### src/rtl/prio_irq_pkg.sv
package prio_irq_pkg;
  typedef enum logic [2:0] {
    CMD_NONE        = 3'd0,
    CMD_EOI_TOP     = 3'd1,
    CMD_EOI_TOP_ROT = 3'd2,
    CMD_EOI_AT      = 3'd3,
    CMD_EOI_AT_ROT  = 3'd4,
    CMD_SET_LOW     = 3'd5
  } cmd_e;
endpackage

### src/rtl/prio_scan.sv
// Rotated first-set scan: rank k examines line (offs + k) mod N.
module prio_scan #(
  parameter int N  = 8,
  localparam int LW = $clog2(N),
  localparam int PW = LW + 1
) (
  input  logic [N-1:0]  vec_i,
  input  logic [LW-1:0] offs_i,
  output logic [PW-1:0] prio_o,
  output logic [LW-1:0] line_o
);
  always_comb begin
    prio_o = PW'(N);
    line_o = '0;
    for (int k = N - 1; k >= 0; k--) begin
      if (vec_i[LW'(offs_i + LW'(k))]) begin
        prio_o = PW'(k);
        line_o = LW'(offs_i + LW'(k));
      end
    end
  end
endmodule

### src/rtl/prio_req_capture.sv
module prio_req_capture #(
  parameter int N = 8
) (
  input  logic         clk_i,
  input  logic         rst_ni,
  input  logic [N-1:0] line_i,
  input  logic [N-1:0] lvl_sel_i,
  input  logic [N-1:0] clr_i,
  output logic [N-1:0] req_o
);
  logic [N-1:0] last_q;
  logic [N-1:0] req_q;

  always_ff @(posedge clk_i or negedge rst_ni) begin
    if (!rst_ni) last_q <= '0;
    else         last_q <= line_i;
  end

  for (genvar g = 0; g < N; g++) begin : g_bit
    always_ff @(posedge clk_i or negedge rst_ni) begin
      if (!rst_ni)           req_q[g] <= 1'b0;
      else if (lvl_sel_i[g]) req_q[g] <= line_i[g];
      else                   req_q[g] <= (req_q[g] & ~clr_i[g]) | (line_i[g] & ~last_q[g]);
    end

    assert_level_track_R3: assert property (@(posedge clk_i) disable iff (!rst_ni)
      lvl_sel_i[g] |=> req_q[g] == $past(line_i[g]));
    assert_edge_set_R2: assert property (@(posedge clk_i) disable iff (!rst_ni)
      (!lvl_sel_i[g] && line_i[g] && !last_q[g]) |=> req_q[g]);
    assert_no_edge_hold_R2: assert property (@(posedge clk_i) disable iff (!rst_ni)
      (!lvl_sel_i[g] && !req_q[g] && !(line_i[g] && !last_q[g])) |=> !req_q[g]);
    assert_ack_drop_R7: assert property (@(posedge clk_i) disable iff (!rst_ni)
      (!lvl_sel_i[g] && clr_i[g] && !(line_i[g] && !last_q[g])) |=> !req_q[g]);
  end

  assign req_o = req_q;
endmodule

### src/rtl/prio_svc_ctrl.sv
// In-service, mask and rotation offset state.
module prio_svc_ctrl import prio_irq_pkg::*; #(
  parameter int N  = 8,
  localparam int LW = $clog2(N)
) (
  input  logic          clk_i,
  input  logic          rst_ni,
  input  logic          take_i,
  input  logic [LW-1:0] win_i,
  input  logic          auto_eoi_i,
  input  logic          auto_rot_i,
  input  cmd_e          cmd_i,
  input  logic [LW-1:0] cmd_line_i,
  input  logic          eoi_hit_i,
  input  logic [LW-1:0] eoi_line_i,
  input  logic          mask_we_i,
  input  logic [N-1:0]  mask_i,
  output logic [N-1:0]  isr_o,
  output logic [N-1:0]  imr_o,
  output logic [LW-1:0] offs_o
);
  logic [N-1:0]  isr_q, imr_q, clr, set;
  logic [LW-1:0] offs_q, offs_d;

  always_comb begin
    clr = '0;
    unique case (cmd_i)
      CMD_EOI_TOP, CMD_EOI_TOP_ROT: if (eoi_hit_i) clr[eoi_line_i] = 1'b1;
      CMD_EOI_AT, CMD_EOI_AT_ROT:   clr[cmd_line_i] = 1'b1;
      default: ;
    endcase
  end

  always_comb begin
    set = '0;
    if (take_i && !auto_eoi_i) set[win_i] = 1'b1;
  end

  // command-driven rotation overrides automatic rotation
  always_comb begin
    offs_d = offs_q;
    if (cmd_i == CMD_EOI_TOP_ROT && eoi_hit_i)
      offs_d = eoi_line_i + LW'(1);
    else if (cmd_i == CMD_EOI_AT_ROT || cmd_i == CMD_SET_LOW)
      offs_d = cmd_line_i + LW'(1);
    else if (take_i && auto_eoi_i && auto_rot_i)
      offs_d = win_i + LW'(1);
  end

  always_ff @(posedge clk_i or negedge rst_ni) begin
    if (!rst_ni) begin
      isr_q  <= '0;
      imr_q  <= '0;
      offs_q <= '0;
    end else begin
      isr_q  <= (isr_q & ~clr) | set;
      offs_q <= offs_d;
      if (mask_we_i) imr_q <= mask_i;
    end
  end

  assign isr_o  = isr_q;
  assign imr_o  = imr_q;
  assign offs_o = offs_q;

  assert_ack_marks_R7: assert property (@(posedge clk_i) disable iff (!rst_ni)
    (take_i && !auto_eoi_i) |=> isr_q[$past(win_i)]);
  assert_aeoi_no_mark_R7: assert property (@(posedge clk_i) disable iff (!rst_ni)
    (take_i && auto_eoi_i && !isr_q[win_i]) |=> !isr_q[$past(win_i)]);
  assert_aeoi_rotate_R8: assert property (@(posedge clk_i) disable iff (!rst_ni)
    (take_i && auto_eoi_i && auto_rot_i && cmd_i == CMD_NONE) |=> offs_q == LW'($past(win_i) + 1));
  assert_spec_clear_R10: assert property (@(posedge clk_i) disable iff (!rst_ni)
    (cmd_i == CMD_EOI_AT && !(take_i && !auto_eoi_i && win_i == cmd_line_i))
      |=> !isr_q[$past(cmd_line_i)]);
  assert_set_low_R10: assert property (@(posedge clk_i) disable iff (!rst_ni)
    (cmd_i == CMD_SET_LOW) |=> offs_q == LW'($past(cmd_line_i) + 1));
  assert_top_rot_R9: assert property (@(posedge clk_i) disable iff (!rst_ni)
    (cmd_i == CMD_EOI_TOP_ROT && eoi_hit_i) |=> offs_q == LW'($past(eoi_line_i) + 1));
  assert_ack_over_clr_R12: assert property (@(posedge clk_i) disable iff (!rst_ni)
    (take_i && !auto_eoi_i && cmd_i == CMD_EOI_AT && cmd_line_i == win_i) |=> isr_q[$past(win_i)]);
  assert_mask_load_R11: assert property (@(posedge clk_i) disable iff (!rst_ni)
    mask_we_i |=> imr_q == $past(mask_i));
endmodule

### src/rtl/prio_irq_resolver.sv
module prio_irq_resolver import prio_irq_pkg::*; #(
  parameter int N_LINES   = 8,
  parameter int CASC_LINE = 2,
  parameter bit IS_MASTER = 1'b1,
  localparam int LW = $clog2(N_LINES),
  localparam int PW = LW + 1
) (
  input  logic               clk_i,
  input  logic               rst_ni,
  input  logic [N_LINES-1:0] line_i,
  input  logic [N_LINES-1:0] lvl_sel_i,
  input  logic               mask_we_i,
  input  logic [N_LINES-1:0] mask_i,
  input  logic               auto_eoi_i,
  input  logic               auto_rot_i,
  input  logic               nest_i,
  input  logic               ack_i,
  input  logic [2:0]         cmd_i,
  input  logic [LW-1:0]      cmd_line_i,
  output logic               irq_o,
  output logic [LW-1:0]      irq_num_o
);
  logic [N_LINES-1:0] req, isr, imr, elig, isr_cmp, ack_clr;
  logic [LW-1:0]      offs, win_line, cur_line, eoi_line;
  logic [PW-1:0]      win_prio, cur_prio, eoi_prio;
  logic               take, eoi_hit;
  cmd_e               cmd;

  assign cmd  = cmd_e'(cmd_i);
  assign elig = req & ~imr;

  if (IS_MASTER) begin : g_master
    always_comb begin
      isr_cmp = isr;
      if (nest_i) isr_cmp[CASC_LINE] = 1'b0;
    end
  end else begin : g_slave
    assign isr_cmp = isr;
  end

  prio_scan #(.N(N_LINES)) u_scan_req (
    .vec_i(elig), .offs_i(offs), .prio_o(win_prio), .line_o(win_line));
  prio_scan #(.N(N_LINES)) u_scan_cur (
    .vec_i(isr_cmp), .offs_i(offs), .prio_o(cur_prio), .line_o(cur_line));
  prio_scan #(.N(N_LINES)) u_scan_eoi (
    .vec_i(isr), .offs_i(offs), .prio_o(eoi_prio), .line_o(eoi_line));

  assign irq_o     = win_prio < cur_prio;
  assign irq_num_o = win_line;
  assign take      = ack_i & irq_o;
  assign eoi_hit   = eoi_prio != PW'(N_LINES);

  always_comb begin
    ack_clr = '0;
    if (take && !lvl_sel_i[win_line]) ack_clr[win_line] = 1'b1;
  end

  prio_req_capture #(.N(N_LINES)) u_req (
    .clk_i(clk_i), .rst_ni(rst_ni), .line_i(line_i), .lvl_sel_i(lvl_sel_i),
    .clr_i(ack_clr), .req_o(req));

  prio_svc_ctrl #(.N(N_LINES)) u_svc (
    .clk_i(clk_i), .rst_ni(rst_ni), .take_i(take), .win_i(win_line),
    .auto_eoi_i(auto_eoi_i), .auto_rot_i(auto_rot_i), .cmd_i(cmd),
    .cmd_line_i(cmd_line_i), .eoi_hit_i(eoi_hit), .eoi_line_i(eoi_line),
    .mask_we_i(mask_we_i), .mask_i(mask_i), .isr_o(isr), .imr_o(imr),
    .offs_o(offs));

  assert_win_unmasked_R4: assert property (@(posedge clk_i) disable iff (!rst_ni)
    irq_o |-> (req[irq_num_o] && !imr[irq_num_o]));
  assert_cur_in_service_R5: assert property (@(posedge clk_i) disable iff (!rst_ni)
    (cur_prio != PW'(N_LINES)) |-> isr_cmp[cur_line]);
  assert_win_not_serviced_R5: assert property (@(posedge clk_i) disable iff (!rst_ni)
    (irq_o && !(IS_MASTER && nest_i && irq_num_o == LW'(CASC_LINE))) |-> !isr[irq_num_o]);
  assert_idle_quiet_R5: assert property (@(posedge clk_i) disable iff (!rst_ni)
    (elig == '0) |-> !irq_o);
  assert_cascade_nest_R6: assert property (@(posedge clk_i) disable iff (!rst_ni)
    (IS_MASTER && nest_i && isr == N_LINES'(1 << CASC_LINE) && elig[CASC_LINE]) |-> irq_o);
endmodule

### config.mk
export PLATFORM = sky130hd
export DESIGN_NAME = prio_irq_resolver
export DESIGN_NICKNAME = d
export VERILOG_FILES = /design/src/rtl/prio_irq_pkg.sv /design/src/rtl/prio_scan.sv /design/src/rtl/prio_req_capture.sv /design/src/rtl/prio_svc_ctrl.sv /design/src/rtl/prio_irq_resolver.sv
export SDC_FILE = /design/constraint.sdc
export NUM_CORES = 1
export LEC_CHECK = 0
export ABC_AREA = 1
export BUFFER_PORTS_ARGS = -buffer_cell sky130_fd_sc_hd__clkbuf_2
export CAP_MARGIN = 0
export CORE_MARGIN = 2
export CORE_UTILIZATION = 35
export CTS_CLUSTER_SIZE = 40
export DETAILED_ROUTE_END_ITERATION = 8
export HOLD_SLACK_MARGIN = 0.06
export SYNTH_ARGS = -nofsm -noshare
export SYNTH_HDL_FRONTEND = slang
export SYNTH_SLANG_ARGS = --single-unit
export TNS_END_PERCENT = 1
### constraint.sdc
create_clock -name clk_i -period 2.9 [get_ports clk_i]
set_input_delay 0.58 -clock clk_i [delete_from_list [all_inputs] [get_ports clk_i]]
set_output_delay 0.58 -clock clk_i [all_outputs]
set_load 0.005 [all_outputs]
==> results of run 1 <==
cell families after synthesis:
logic type / after synthesis / share of synthesized area
AND/OR/NAND/NOR: 331 / 0.443
buffers and inverters: 87 / 0.112
AO/OA/AOI/OAI: 82 / 0.132
flip-flops: 35 / 0.263
adder cells (fa/ha/maj): 6 / 0.0225
XOR/XNOR: 3 / 0.0248
multiplexers: 1 / 0.00300
registers in the layout (all words and copies together) (netlist names):
name	count
u_req.last_q	8
u_req.req_o	8
u_svc.imr_o	8
u_svc.isr_o	8
u_svc.offs_o	3
critical path, stage by stage, from the launching register on:
cell and delay, ns:
dfrtp_2 0.44, inv_4 0.05, ha_4 0.31, buf_6 0.12, nand3_2 0.08, nand2_2 0.10, nor2_1 0.04, nor2_1 0.17
inv_1 0.09, nor2_2 0.14, nand2_2 0.09, a21oi_2 0.12, ha_1 0.23, nand2_1 0.06, inv_1 0.04, nand2_1 0.06
nand2_2 0.06, inv_2 0.04, clkbuf_2 0.10
layer usage:
layer | vias up | track usage | wire length, um
li1 | 1982 | - | -
met1 | 1795 | 0.277 | 4460
met2 | 104 | 0.365 | 4970
met3 | 16 | 0.0248 | 438
met4 | 0 | 0.0665 | 208
met5 | - | 0 | 0
area by class of cell:
cell class	count	area, sq um	share of cell area
clock buffer	6	82.6	0.0187
clock inverter	2	38.8	0.00878
inverter	76	295	0.0669
multi-input combinational	423	2240	0.508
sequential	35	878	0.199
tap	129	161	0.0366
timing repair buffer	101	718	0.163
stage by stage:
stage / hold WS [ns] / area (sq um) / util / setup WS [ns]
finish: 0.402 / 4420 / 0.478 / -0.318
global route: 0.395 / 4420 / 0.478 / -0.501
CTS: 0.399 / 4330 / 0.468 / -0.265
detailed placement: 0.535 / 4060 / 0.439 / -0.145
global placement: 0.527 / 4060 / 0.439 / -0.0900
floorplan: 0.284 / 3380 / - / -0.0776
cell usage in the layout, fill, tap and decap left out, types with 4 or more instances in the layout:
master and n:
nor2_2 5, a21oi_2 6, buf_4 53, dfrtp_1 33, inv_2 9, nand2_2 19
o21ai_0 30, clkbuf_2 39, inv_1 65, nand4_1 17, clkbuf_8 6, nand3_2 10
nand2_1 157, buf_6 4, nor2_1 45, a21oi_1 15, nand3_1 68, o21ai_1 16
worst min path at each step:
stage / slack [ns] / depth (start not counted) / to
3_5_place_dp: 0.54 / 2 / u_svc.isr_o[1]
6_report: 0.40 / 1 / u_req.last_q[7]
2_1_floorplan: 0.28 / 0 / u_req.last_q[0]
3_3_place_gp: 0.53 / 3 / u_req.req_o[7]
5_1_grt: 0.40 / 1 / u_req.last_q[4]
4_1_cts: 0.40 / 1 / u_req.last_q[4]
what timing repair did:
item,CTS,global route
setup endpoints to repair,22,23
hold endpoints to repair,0,0
pin swaps,22,17
resized for setup,39,19
setup buffers,6,2
==> impl_metrics.ini, run 1 <==
[status]
outcome = finished, violations left
violations = setup timing

[setup_path]
cp.required_ns = 2.32
regToRegSetupSlack_ns = -0.22
worstPathMaxFanout = 5
r2r_start = u_svc.offs_o[1]
cp-startpoint = u_svc.offs_o[1]
cp.arrival_ns = 2.64
critPathKind = register to output port
r2r_end = u_svc.offs_o[1]
crit_path_end_kind = output port
cp-start-kind = register
endpoint = irq_o
worstRegToRegCells = 23

[yosys]
yosys.area.top_type = dfrtp_1
synth_ff_type = dfrtp_1
syn_area_per_cell_sq_um = 6.12
synth_edf_count = 0
synth_top_area_frac = 0.263
synth-seq-cells = 35
ys_top_cells_by_count = 167 x nand2_1, 73 x nand3_1, 68 x inv_1, 50 x nor2_1, 37 x o21ai_0
yosysMostFrequentCell = nand2_1
synthCells = 545
synth_cell_types = 34
syn-num-nets = 588
synth.cell_area_sq_um = 3340
ys_warn_count = 0
synth_seq_area_share = 0.263
async_reset_ff_frac = 1.00
netlist_top_cells_area = dfrtp_1 26%, nand2_1 19%, nand3_1 11%, inv_1 7.7%, nor2_1 5.6%

[route]
firstDrtPassIters = 5
route.detailed.vias_per_inst = 5.05
vias = 3897
avgRoutedWirePerCell_um = 13.0
drc = 0
ant_nets = 0
drt-total-wl_um = 10100
drtIter0Drc = 229

[timing]
fin_crit_ns = 3.22
hold_viol = 0
rsz0062_at_grt = yes
setup_ws_ns = -0.318
worst_pin_slew_ns = 0.880
max_freq_mhz = 311
setup_violations = 23
fin_tns_setup_ns = -3.14
fin_crit_sh = 1.11
max_slew_margin = 0.414
slew_violations = 0
clock_skew_ns = 0.00740

[die]
die_y_um = 102
num_rows = 35
die_w_um = 102
start_util = 0.361
core_region_area_sq_um = 9240
boundaryPins = 41
die_area_sq_um = 10300

[clock_tree]
cts_buffer_depth = 2
clock_latency_ns = 0.28
cts.sinks = 35
cts_tree = done
clockRootBuffer = clkbuf_8
cts_buffers = 5
htreeDepth = 2
ctsHoldBuffers = 0
clk_pin_slew_worst_paths_ns = 0.08

[final_layout]
drive_above_1_share = 0.280
fillers = 960
antennaDiodeCount = 0
fin_cells = 772
nNetsFinal = 685
syn2layout_area_growth_pct = 32.4

[grt]
overflow = 0
antenna_found_initial = 0
grt_usage = 0.212
grt_max_degree = 36
grt_pass1_wl_um = 17400
grt_pass1_vias = 3842

[place]
gp_congestion = 0.945
dp.cells = 756
dp_hpwl_um = 8290
io_buffers = 40

[run]
maxCapViolCount = 0

[worst_hold_path]
hold_class = primary input to asynchronous set/reset pin
Power of run 1 is not shown: default switching activity piles up to over one toggle a cycle in this logic, so the estimate is an artifact.
==> run 2: changes to the inputs <==
--- a/config.mk
+++ b/config.mk
@@ -8,12 +8,16 @@
 export ABC_AREA = 1
 export BUFFER_PORTS_ARGS = -buffer_cell sky130_fd_sc_hd__clkbuf_2
 export CAP_MARGIN = 0
+export CELL_PAD_IN_SITES_DETAIL_PLACEMENT = 0
+export CELL_PAD_IN_SITES_GLOBAL_PLACEMENT = 2
 export CORE_MARGIN = 2
-export CORE_UTILIZATION = 35
+export CORE_UTILIZATION = 30
 export CTS_CLUSTER_SIZE = 40
 export DETAILED_ROUTE_END_ITERATION = 8
 export HOLD_SLACK_MARGIN = 0.06
+export PLACE_DENSITY_LB_ADDON = 0.1
 export SYNTH_ARGS = -nofsm -noshare
 export SYNTH_HDL_FRONTEND = slang
+export SYNTH_HIERARCHICAL = 1
 export SYNTH_SLANG_ARGS = --single-unit
 export TNS_END_PERCENT = 1
==> run 2 against run 1 <==
  * The run still ends with setup timing left
  * Flip-flop and latch count unchanged
  * Global-route usage down 3.3 points
  * First-iteration DRC count down 17%
  * Critical path depth down 1
  * Clock skew down 0.0037 ns
==> impl_metrics.ini, run 2 <==
[grt]
grt_pass1_wl_um = 21600
antenna_found_initial = 0
overflow = 0
grt_pass1_vias = 4514
grt_max_degree = 36
grt_usage = 0.179

[status]
violations = setup timing
outcome = finished, violations left

[die]
core_region_area_sq_um = 13800
num_rows = 43
die_area_sq_um = 15100
die_y_um = 123
start_util = 0.306
die_w_um = 123
boundaryPins = 41

[clock_tree]
cts_buffer_depth = 2
clockRootBuffer = clkbuf_16
cts_tree = done
cts.sinks = 35
cts_buffers = 5
ctsHoldBuffers = 0
clock_latency_ns = 0.28
htreeDepth = 2
clk_pin_slew_worst_paths_ns = 0.06

[yosys]
ys_warn_count = 6
syn-num-nets = 716
synthCells = 669
synth.cell_area_sq_um = 4230
syn_area_per_cell_sq_um = 6.33

[route]
ant_nets = 0
route.detailed.vias_per_inst = 4.62
drt-total-wl_um = 12600
vias = 4500
drtIter0Drc = 190
avgRoutedWirePerCell_um = 13.0
firstDrtPassIters = 5
drc = 0

[setup_path]
crit_path_end_kind = output port
critPathKind = register to output port
cp.arrival_ns = 2.52
cp-start-kind = register
r2r_start = u_svc/offs_o[0]
cp.required_ns = 2.32
cp-startpoint = u_svc/offs_o[0]
worstPathMaxFanout = 6

[timing]
setup_violations = 13
setup_ws_ns = -0.200
worst_pin_slew_ns = 0.884
fin_crit_ns = 3.10
max_freq_mhz = 323
hold_viol = 0
max_slew_margin = 0.410
clock_skew_ns = 0.00374
fin_crit_sh = 1.07
slew_violations = 0
rsz0062_at_grt = yes

[place]
dp_hpwl_um = 10300
io_buffers = 40
gp_congestion = 0.873

[final_layout]
utilization = 0.424
antennaDiodeCount = 0
layout_commonest_cell = nand2_1
drive_above_1_share = 0.421
layout_common_cells = 187 x nand2_1, 92 x nand3_1, 78 x buf_4
syn2layout_area_growth_pct = 38.6
nNetsFinal = 839

[worst_hold_path]
hold_class = primary input to asynchronous set/reset pin

[run]
maxCapViolCount = 0
## run 2: what timing repair did
| item | CTS | global route |
|---|---|---|
| pin swaps | 28 | 9 |
| gates resized for setup | 77 | 21 |
| endpoints found under the setup margin | 23 | 23 |
| buffers inserted | 11 | 1 |
## run 2: through the flow
step	setup TNS (ns)	instances	hold WS, ns	cell area (sq um)	setup WS, ns
2_1_floorplan	-0.0866	669	0.284	4270	-0.0211
3_3_place_gp	-3.64	953	0.477	5170	-0.219
3_5_place_dp	-4.21	953	0.480	5170	-0.241
4_1_cts	-0.880	972	0.418	5770	-0.171
5_1_grt	-5.22	973	0.421	5870	-0.389
6_report	-0.746	973	0.418	5870	-0.200
## run 2: critical path, cell delays in order, from the launching register on
cell	delay, ns
dfrtp_2	0.43
buf_6	0.15
inv_8	0.05
ha_4	0.23
inv_6	0.10
nand3_4	0.09
nand3_1	0.11
nand2_1	0.09
nor2_1	0.13
nand2_1	0.10
a21oi_1	0.14
ha_1	0.24
nand2_1	0.08
inv_2	0.04
nand2_2	0.05
nand2_1	0.05
inv_1	0.05
clkbuf_2	0.10
## run 2: area by class of cell
cell class / instances / area (sq um)
Tap cell: 180 / 225
Sequential cell: 35 / 878
Multi-Input combinational cell: 521 / 3210
Fill cell: 1473 / 7960
Clock inverter: 3 / 43.8
Clock buffer: 5 / 125
Timing Repair Buffer: 131 / 970
Inverter: 98 / 415
## run 2: per-layer routing
| layer | global-route usage | wire [um] | vias to the layer above |
|---|---|---|---|
| met1 | 0.245 | 6320 | 2045 |
| li1 | - | - | 2380 |
| met3 | 0.0158 | 381 | 9 |
| met2 | 0.307 | 5810 | 66 |
| met5 | 0 | 0 | - |
| met4 | 0.0323 | 110 | 0 |
## run 2: worst paths after layout
| check | endpoint | slack (ns) | depth (start not counted) |
|---|---|---|---|
| min | u_req/last_q[4] | 0.42 | 1 |
| max | irq_o | -0.20 | 17 |
| max in group asynchronous | u_svc/offs_o[0] | 1.87 | 1 |
| min reg2reg | u_req/req_o[5] | 0.49 | 3 |
| min in group clk_i | u_req/last_q[1] | 0.42 | 1 |
| max reg2reg | u_svc/offs_o[1] | -0.05 | 23 |
Power of run 2 is left out for the same reason.
==> run 3: changes to the inputs <==
--- a/config.mk
+++ b/config.mk
@@ -5,13 +5,12 @@
 export SDC_FILE = /design/constraint.sdc
 export NUM_CORES = 1
 export LEC_CHECK = 0
-export ABC_AREA = 1
 export BUFFER_PORTS_ARGS = -buffer_cell sky130_fd_sc_hd__clkbuf_2
 export CAP_MARGIN = 0
 export CELL_PAD_IN_SITES_DETAIL_PLACEMENT = 0
 export CELL_PAD_IN_SITES_GLOBAL_PLACEMENT = 2
 export CORE_MARGIN = 2
-export CORE_UTILIZATION = 30
+export CORE_UTILIZATION = 36
 export CTS_CLUSTER_SIZE = 40
 export DETAILED_ROUTE_END_ITERATION = 8
 export HOLD_SLACK_MARGIN = 0.06
==> run 3 against run 2 <==
  * The flow still finishes with violations (setup timing)
  * Critical path depth shrank 4
  * Cell area grew 1.1%
  * Die area shrank 18%
  * Synthesized cell count shrank 41%
  * Global-route usage grew 1.8 points
  * Count of clock-buffer cells in the layout grew 2
  * Register-to-register slack lost 0.75 ns
  * Via count shrank 14%
  * Sequential share of layout area shrank 0.16 points
  * Critical path type unchanged
==> impl_metrics.ini, run 3 <==
[route]
firstDrtPassIters = 4
vias = 3862
drt-total-wl_um = 11900
route.detailed.vias_per_inst = 5.39
ant_nets = 0
avgRoutedWirePerCell_um = 16.7
drtIter0Drc = 167
drc = 0

[setup_path]
critPathSlowestCell = mux4_2
worstPathMaxFanout = 6
path_cells = buf_12, buf_4, buf_4, mux4_2, buf_4, mux2_4, o211ai_1, a21oi_1, nor2_1, nand2b_1, a2111o_1, nand2_1, clkbuf_2
cp-start-kind = register
cp.arrival_ns = 3.14
max_stage_delay_ns = 0.53
cp.required_ns = 2.32
crit_family = multiplexers
worst-path-buf-inv = 5
crit_path_end_kind = output port
critPathKind = register to output port
crit_cells = 13
cp_common_cell = buf_4
worstRegToRegCells = 16

[timing]
max_slew_margin = 0.422
setup_ws_ns = -0.822
slew_violations = 0
fin_crit_sh = 1.28
hold_viol = 0
clock_skew_ns = 0.00404
fin_crit_ns = 3.72
timing.hold.ws_ns = 0.410
rsz0062_at_grt = yes
max_freq_mhz = 269
worst_pin_slew_ns = 0.867
setup_violations = 23

[grt]
antenna_found_initial = 0
top_usage_layer = met2
grt_usage = 0.197
use_met3 = 0.0202
grt_pass1_wl_um = 20000
met1_usage = 0.285
grt_pass1_vias = 3985
grt_max_degree = 36
grt_use_met2 = 0.323
overflow = 0

[final_layout]
fin_area_sq_um = 5930
antennaDiodeCount = 0
utilization = 0.526
layout_commonest_cell = buf_4
layout_common_cells = 145 x buf_4, 40 x clkbuf_2, 33 x dfrtp_1
nNetsFinal = 619
drive_above_1_share = 0.546
fillers = 1051
syn2layout_area_growth_pct = 44.0

[place]
io_buffers = 40
postPlaceCellArea_sq_um = 5520
gp_congestion = 0.850
dp_hpwl_um = 9560
dp_slack_ns = -1.07

[clock_tree]
cts.sinks = 35
clockRootBuffer = clkbuf_16
cts_buffers = 5
ctsHoldBuffers = 0
htreeDepth = 2
clock_latency_ns = 0.27
clk_pin_slew_worst_paths_ns = 0.05
cts_tree = done
cts_buffer_depth = 2

[die]
die_area_sq_um = 12300
boundaryPins = 41
start_util = 0.365
die_y_um = 111
num_rows = 39
die_w_um = 111
core_region_area_sq_um = 11300

[status]
violations = setup timing
outcome = finished, violations left

[yosys]
syn_area_per_cell_sq_um = 10.4
syn-num-nets = 441
ys_warn_count = 6
synth.cell_area_sq_um = 4120
synthCells = 394

[run]
maxCapViolCount = 0

[worst_hold_path]
hold_class = primary input to asynchronous set/reset pin
-- run 3: cell count changes in the layout (fill, tap and decap cells not counted), moves of 27 or more --
cell,change
nand2_2,-47
nand3_2,-28
nand2_1,-169
nand3_1,-80
buf_4,+67
mux4_2,+27
inv_1,-56
-- run 3: what timing repair did --
action | in CTS | in global routing
hold endpoints to repair | 0 | 0
gates resized for setup | 21 | 28
endpoints found under the setup margin | 23 | 23
setup buffers | 7 | 3
pin swaps | 6 | 15
cloned | 0 | 0
-- run 3: routing by layer --
metal  share of wire  wire length, um
met1            0.50             5910
met2            0.46             5510
met3           0.036              428
met4          0.0067               80
met5               0                0
-- run 3: final cells by class --
type / count / area (sq um) / area share
multi-input cells: 321 / 3250 / 0.549
repair buffers: 193 / 1410 / 0.237
flip-flops and latches: 35 / 878 / 0.148
well taps: 143 / 179 / 0.0302
clock buffers: 7 / 133 / 0.0224
inverters: 16 / 73.8 / 0.0125
clock inverters: 1 / 5.00 / 0.000844
-- run 3: worst reg2reg max path: cells and delay by family (launching register included) --
family                 cells  cell delay (ns)
flip-flops                 1             0.46
multiplexers               2             0.79
AO/OA/AOI/OAI              5             1.24
buffers and inverters      6             0.90
AND/OR/NAND/NOR            3             0.23
-- run 3: path summary, 6_finish.rpt --
| check | start | endpoint | slack [ns] |
|---|---|---|---|
| worst min-delay path | rst_ni | u_req/req_o[7] | 0.41 |
| worst min register to register | u_svc/imr_o[7] | u_svc/imr_o[7] | 0.51 |
| max in group asynchronous | rst_ni | u_svc/offs_o[1] | 1.89 |
| worst max register to register | u_svc/offs_o[0] | u_req/req_o[3] | -0.80 |
| worst max-delay path | u_svc/offs_o[0] | irq_o | -0.82 |
| min in group clk_i | line_i[7] | u_req/last_q[7] | 0.43 |
-- run 3: metrics by stage --
stage / std cells / TNS [ns]
after floorplan: 394 / -16.22
after global placement: 698 / -16.20
after detailed placement: 698 / -16.11
after CTS: 713 / -16.26
after global routing: 716 / -19.48
final: 716 / -15.75
Power of run 3 is left out for the same reason.
